--- config.mk ---
export PLATFORM = sky130hd
export DESIGN_NAME = dly_code_reg
export DESIGN_NICKNAME = d
export VERILOG_FILES = /design/src/rtl/dly_code_reg.sv
export SDC_FILE = /design/constraint.sdc
export NUM_CORES = 1
export LEC_CHECK = 0
export ABC_AREA = 1
export CORE_ASPECT_RATIO = 1.25
export CORE_MARGIN = 2
export CORE_UTILIZATION = 25
export CTS_BUF_LIST = sky130_fd_sc_hd__clkbuf_4 sky130_fd_sc_hd__clkbuf_8
export CTS_CLUSTER_SIZE = 40
export DETAILED_ROUTE_END_ITERATION = 10
export GPL_TIMING_DRIVEN = 0
export PLACE_DENSITY = 0.57
export SLEW_MARGIN = 15
export SYNTH_ARGS = -nofsm -noshare
export SYNTH_HDL_FRONTEND = slang
export SYNTH_SLANG_ARGS = --single-unit
--- constraint.sdc ---
create_clock -name clk -period 1.25 [get_ports clk]
set_input_delay 0.1875 -clock clk [delete_from_list [all_inputs] [get_ports clk]]
set_output_delay 0.1875 -clock clk [all_outputs]
set_load 0.05 [all_outputs]
--- src/rtl/dly_code_reg.sv ---
module dly_code_reg (
  input  logic       clk,
  input  logic       rst_n,
  input  logic       ser_mode,
  input  logic       latch_en,
  input  logic [7:0] pbus_in,
  output logic       sdo,
  output logic       sdo_oe,
  output logic [7:0] code,
  output logic       code_updated
);

  logic       le_q, sck_q;
  logic [7:0] sreg, sreg_d, code_d;
  logic       sck_rise, par_load, ser_load, ser_shift;

  assign sck_rise  = pbus_in[1] & ~sck_q;
  assign par_load  = ~ser_mode & latch_en;
  assign ser_shift = ser_mode & latch_en & sck_rise;
  assign ser_load  = ser_mode & le_q & ~latch_en;

  always_comb begin
    sreg_d = sreg;
    if (par_load)       sreg_d = pbus_in;
    else if (ser_shift) sreg_d = {sreg[6:0], pbus_in[2]};
  end

  always_comb begin
    code_d = code;
    if (par_load)      code_d = pbus_in;
    else if (ser_load) code_d = sreg;
  end

  always_ff @(posedge clk) begin
    if (!rst_n) begin
      le_q         <= 1'b0;
      sck_q        <= 1'b0;
      sreg         <= '0;
      code         <= '0;
      code_updated <= 1'b0;
    end else begin
      le_q         <= latch_en;
      sck_q        <= pbus_in[1];
      sreg         <= sreg_d;
      code         <= code_d;
      code_updated <= (code_d != code);
    end
  end

  assign sdo_oe = ser_mode;
  assign sdo    = ser_mode & sreg[7];

  assert_par_follow_R2: assert property (@(posedge clk) disable iff (!rst_n)
    (!ser_mode && latch_en) |=> (code == $past(pbus_in)));

  assert_par_hold_R3: assert property (@(posedge clk) disable iff (!rst_n)
    (!latch_en && !le_q) |=> $stable(code));

  assert_shift_step_R4: assert property (@(posedge clk) disable iff (!rst_n)
    (ser_mode && latch_en && sck_rise) |=> (sreg == {$past(sreg[6:0]), $past(pbus_in[2])}));

  assert_ser_freeze_R5: assert property (@(posedge clk) disable iff (!rst_n)
    (ser_mode && latch_en) |=> $stable(code));

  assert_ser_load_R5: assert property (@(posedge clk) disable iff (!rst_n)
    (ser_mode && le_q && !latch_en) |=> (code == $past(sreg)));

  assert_quiet_out_R8: assert property (@(posedge clk) disable iff (!rst_n)
    !sdo_oe |-> !sdo);

  assert_pulse_change_R10: assert property (@(posedge clk) disable iff (!rst_n)
    code_updated |-> (code != $past(code)));

endmodule

After elaboration in Yosys (flattened, before gate mapping)
Cells that the tools add are included.
{ "totals": {"ff_bits": 19, "out_inout_bits": 11} }
{ "classes": {"eq_ne": 1, "mux": 4, "bitwise_logic": 10, "n_reduce_logical": 1} }
{ "ops": {"columns": ["operator", "n"], "rows": [
  ["$mux W8", 4],
  ["$ne A8 B8 Y1", 1],
  ["$and A1 B1 Y1", 7],
  ["$not A1 Y1", 3],
  ["$reduce_bool A2 Y1", 1]
]} }

Depth between registers and ports, before layout
{ "depth": {"depth_word": 5, "mapped_depth": 13} }

Worst setup path before layout
OpenSTA, ideal clock, no wires.
{ "synth_timing": {"path_type": "flip-flop to flip-flop", "startpoint": "register code[3]", "endpoint": "register code_updated", "setup_time_ps": 128, "arrival_time_ps": 1239, "required_ps": 1122, "slack_ps": -117, "stages_incl_launch_ff": 10, "path_buffers": 0, "synth_period_minus_slack_ps": 1367, "cell_sequence": "dfxtp_1 > nand2_1 > nor2_1 > nor2_2 > nand2_1 > nand2_1 > nor2_1 > nand2_1 > nor2_1 > nor2_1"} }
{ "synth_between": {"elab_chain_len": 3} }
{ "synth_lines": {"columns": ["element", "line_no", "source"], "rows": [
  ["start, declared", "9", "output logic [7:0] code,"],
  ["start signal, assigned", "45", "code <= code_d;"],
  ["$mux W8", "31", "else if (ser_load) code_d = sreg;"],
  ["$mux W8", "30", "if (par_load) code_d = pbus_in;"],
  ["$ne A8 B8 Y1 (*)", "46", "code_updated <= (code_d != code);"],
  ["end signal, assigned", "46", null],
  ["end, declared", "10", "output logic code_updated"]
]} }
Every way passes the cells marked *; elsewhere a longest branch is shown, timed or not.
A chain may end at the register's enable or synchronous reset.

Final worst setup path
{ "layout_timing": {"startpoint": "register le_q", "endpoint": "register code_updated"} }
{ "layout_between": {"elab_chain_len": 5} }
{ "layout_lines": {"columns": ["element", "line_no", "source"], "rows": [
  ["start, declared", "13", "logic le_q, sck_q;"],
  ["start signal, assigned", "42", "le_q <= latch_en;"],
  ["$and A1 B1 Y1 (2 in series)", "20", "assign ser_load = ser_mode & le_q & ~latch_en;"],
  ["$mux W8", "31", null],
  ["$mux W8", "30", null],
  ["$ne A8 B8 Y1", "46", null]
]} }
No other way between the ends.

==> metrics.md <==
| Metric | Value |
|---|---|
| R2r setup slk | -0.07 ns |
| Vias post-DR | 1084 |
| Comb pwr share | 22.1% |
| Worst setup EP type | flip-flop |
| Yosys cell types | 18 |
| Syn_area_per_cell | 6.319 sq um |
| Total gr overflow | 0 |
| Min-delay src | ser_mode |
| Mapped Area | 998.5 sq um |
| Pins Over Slew Limit | 0 |
| Crit share post-route | 105.6% |
| Xor and xnor area share after synthesis | 0% |
| Worst-Skew Late Latency | 0.26 ns |
| Hold path cells | 4 |
| Max-slew headroom | 67.30% |
| Sequential share of the synthesized area | 38.10% |
| Worst R2R End | code_updated |
| PwrDens | 1029 nW/um^2 |
| R2R cell count | 12 |
| Placed insts | 233 |
| Die X | 60.53 um |
| Layout cells sized above 1 | 25.00% |
| Post-route setup slack | -0.07011 ns |
| Final nets | 201 |
| First-pass GRT wire length | 4133 um |
| Final cell count without fillers | 242 |
| CP Max Fanout | 5 |
| Setup TNS | -0.07011 ns |
| Synthesis Warnings | 0 |
| Worst min path class | input port to flip-flop |
| Multiplexer share of the synthesized area | 0% |
| Setup-failing EPs final | 1 |
| VDD IR max | 0.4064 mV |
| Max stage delay cell, worst path | dfxtp_4 |
| Core Area | 3816 sq um |
| Critical Path AT | 1.46 ns |
| GRT Overall Usage | 12.33% |
| Clock Skews | 0.007548 ns |
| CTS tree | yes |
| Pre-Repair DR Iteration Count | 5 |
| Die height | 74.66 um |
| DRC Markers | 0 |
| Slowest stage delay, CP | 0.36 ns |
| F_max | 757.5 MHz |
| Crit-path most repeated cell | nand2_1 |
| Seq pwr share | 46.3% |
| Via/cell ratio | 4.479 |
| Final Routed Wirelength | 2552 um |
| Clock root cell | clkbuf_8 |
| Status | finished, violations left |
| Largest net degree at the start of global routing | 11 |
| Die area | 4518 sq um |
| Failing checks | negative setup slack |
| Adder-Cell Fraction of Synth Area | 0% |
| Clk sink count | 19 |
| CP startpoint kind | flip-flop |
| Clock power share | 31.6% |
| Worst hold slack | 0.3165 ns |
| Largest family of logic cells by synthesized area | simple AND/OR/NAND/NOR gates |
| RSZ-0062 raised after global routing | yes |
| Gpl congestion | 0.7592 |
| Setup CP Type | flip-flop to flip-flop |
| Ports | 23 |
| Int Pwr | 1.009 mW |
| Net Sw Frac | 29.92% |
| # diodes | 0 |
| MaxCap Viol Count | 0 |
| CTS Buf Count | 3 |
| Synthesized net count | 170 |
| Minimum clock period | 1.320 ns |
| Initial antenna violation count | 0 |
| Reg2reg start | le_q |
| Pleak | 0.6177 nW |
| Hold path endpoint | sreg[2] |
| Detail Placement HPWL | 1788 um |
| Gate Count Post-Synth | 158 |
| Simple-gate share of the synthesized area | 46.87% |
| Dpl ws | -0.7385 ns |
| Finished Cell Area | 1399 sq um |
| Endpoints failing hold | 0 |
| Worst Tran Pin Value | 0.4890 ns |
| Worst endpoint required time | 1.39 ns |
| Initial Utilization | 26.16% |
| Initial drt markers | 30 |
| H-tree levels | 1 |
| Flops & latches, synth | 19 |
| Antenna Nets Post-Route | 0 |
| Wire length per cell | 10.55 um |
| Synth Area in Compound Gates | 6.015% |
| Reg clk slew, reported paths | 0.08 ns |
| Area grow syn2layout | 40.10% |
| I/O Buffers | 21 |
| Placed cell area | 1292 sq um |
| Crit-path cells | nand2_4 -> nor2_4 -> buf_6 -> nand2_1 -> nand2_1 -> nor2_1 -> nand2_1 -> nand2_1 -> nor2_1 -> nand2_1 -> nor2_1 -> nor2_1 |
| Clk buf depth | 2 |
| Row cnt | 25 |
| Vias in the first global route | 921 |
| NetSw | 0.4308 mW |
-- cell usage after synthesis --
cell,instances,area (sq um)
inv_2,1,3.750
nand2_2,3,18.77
nor2_4,1,11.26
clkinv_1,1,3.750
or2_2,2,12.51
nor3_1,1,5.000
o21ai_0,2,10.01
buf_4,2,15.01
dfxtp_1,19,380.4
nand3_1,8,40.04
inv_1,11,41.29
nand4_1,4,25.02
nor2_2,4,25.02
nand2_1,60,225.2
a31oi_1,8,50.05
nor2_1,28,105.1
buf_6,2,22.52
clkbuf_1,1,3.750
-- per-layer routing --
layer | track usage, % | vias up | part of all wire [%]
met5 | 0 | - | 0
met3 | 2.062 | 2 | 4.6
met4 | 5.797 | 0 | 0.94
li1 | - | 562 | -
met1 | 16.16 | 485 | 48
met2 | 19.69 | 35 | 47
-- worst max-delay path by stage --
stage / slack, ns / start / end
floorplan: 0.02 / le_q / code_updated
global placement: -0.74 / latch_en / code_updated
CTS: -0.10 / le_q / code_updated
detailed placement: -0.74 / latch_en / code_updated
global route: -0.21 / le_q / code_updated
finish: -0.07 / le_q / code_updated
-- flip-flops by register name (all words and copies together) (netlist names) --
signal	cells
code	8
code_updated	1
le_q	1
sck_q	1
sreg	8
-- power groups by stage --
stage / sequential, mW / clock, mW / combinational [mW]
global route: 0.671 / 0.499 / 0.349
detailed placement: 0.681 / 0 / 0.308
finish: 0.667 / 0.455 / 0.318
floorplan: 0.733 / 0 / 0.147
global placement: 0.681 / 0 / 0.308
CTS: 0.665 / 0.469 / 0.315
-- cell usage in the layout (no fill, tap or decap) --
cell	n
or2_2	2
buf_4	4
o21ai_0	2
nand2_2	3
buf_6	2
clkbuf_2	1
clkdlybuf4s50_1	10
clkbuf_4	1
clkinv_1	1
dfxtp_2	8
inv_1	11
nor2_2	4
nor2_1	27
dfxtp_1	10
buf_2	3
nor3_1	1
inv_2	1
nand3_1	8
nand4_1	4
nand2_4	1
a31oi_1	8
nor2_4	4
dfxtp_4	1
clkdlybuf4s15_2	9
nand2_1	59
clkbuf_8	3
-- per-stage QoR --
step                utilization [%]  total power [mW]
floorplan                         -            0.8801
global placement              33.87            0.9888
detailed placement            33.87            0.9882
CTS                           36.30             1.448
global route                  36.66             1.519
finish                        36.66             1.440
-- cell families (layout without fill, tap and decap cells) --
group           after synthesis  count (layout)
buf+inv                      18              46
flops                        19              19
simple gates                111             113
compound gates               10              10
-- critical path: cells and delay by family (launching register included) --
| kind | cells | cell delay (ns) |
|---|---|---|
| buffers and inverters | 1 | 0.13 |
| flip-flops | 1 | 0.36 |
| AND/OR/NAND/NOR | 11 | 0.72 |
-- area by class of cell --
class | instances | area, sq um
tap | 54 | 67.56
inverter | 13 | 48.80
clock buffer | 4 | 48.80
sequential | 19 | 394.1
multi-input combinational | 123 | 565.5
buffer | 5 | 42.54
timing repair buffer | 24 | 231.5
fill | 437 | 2417
-- repair_timing --
| item | CTS | global route |
|---|---|---|
| pin swaps | 2 | 2 |
| gates cloned | 2 | 1 |
| gates resized for setup | 38 | 5 |
| buffers inserted | 2 | 0 |
| hold buffers | 0 | 0 |
| endpoints found under the setup margin | 27 | 10 |
No activity file was read; power rests on OpenSTA's default activity.
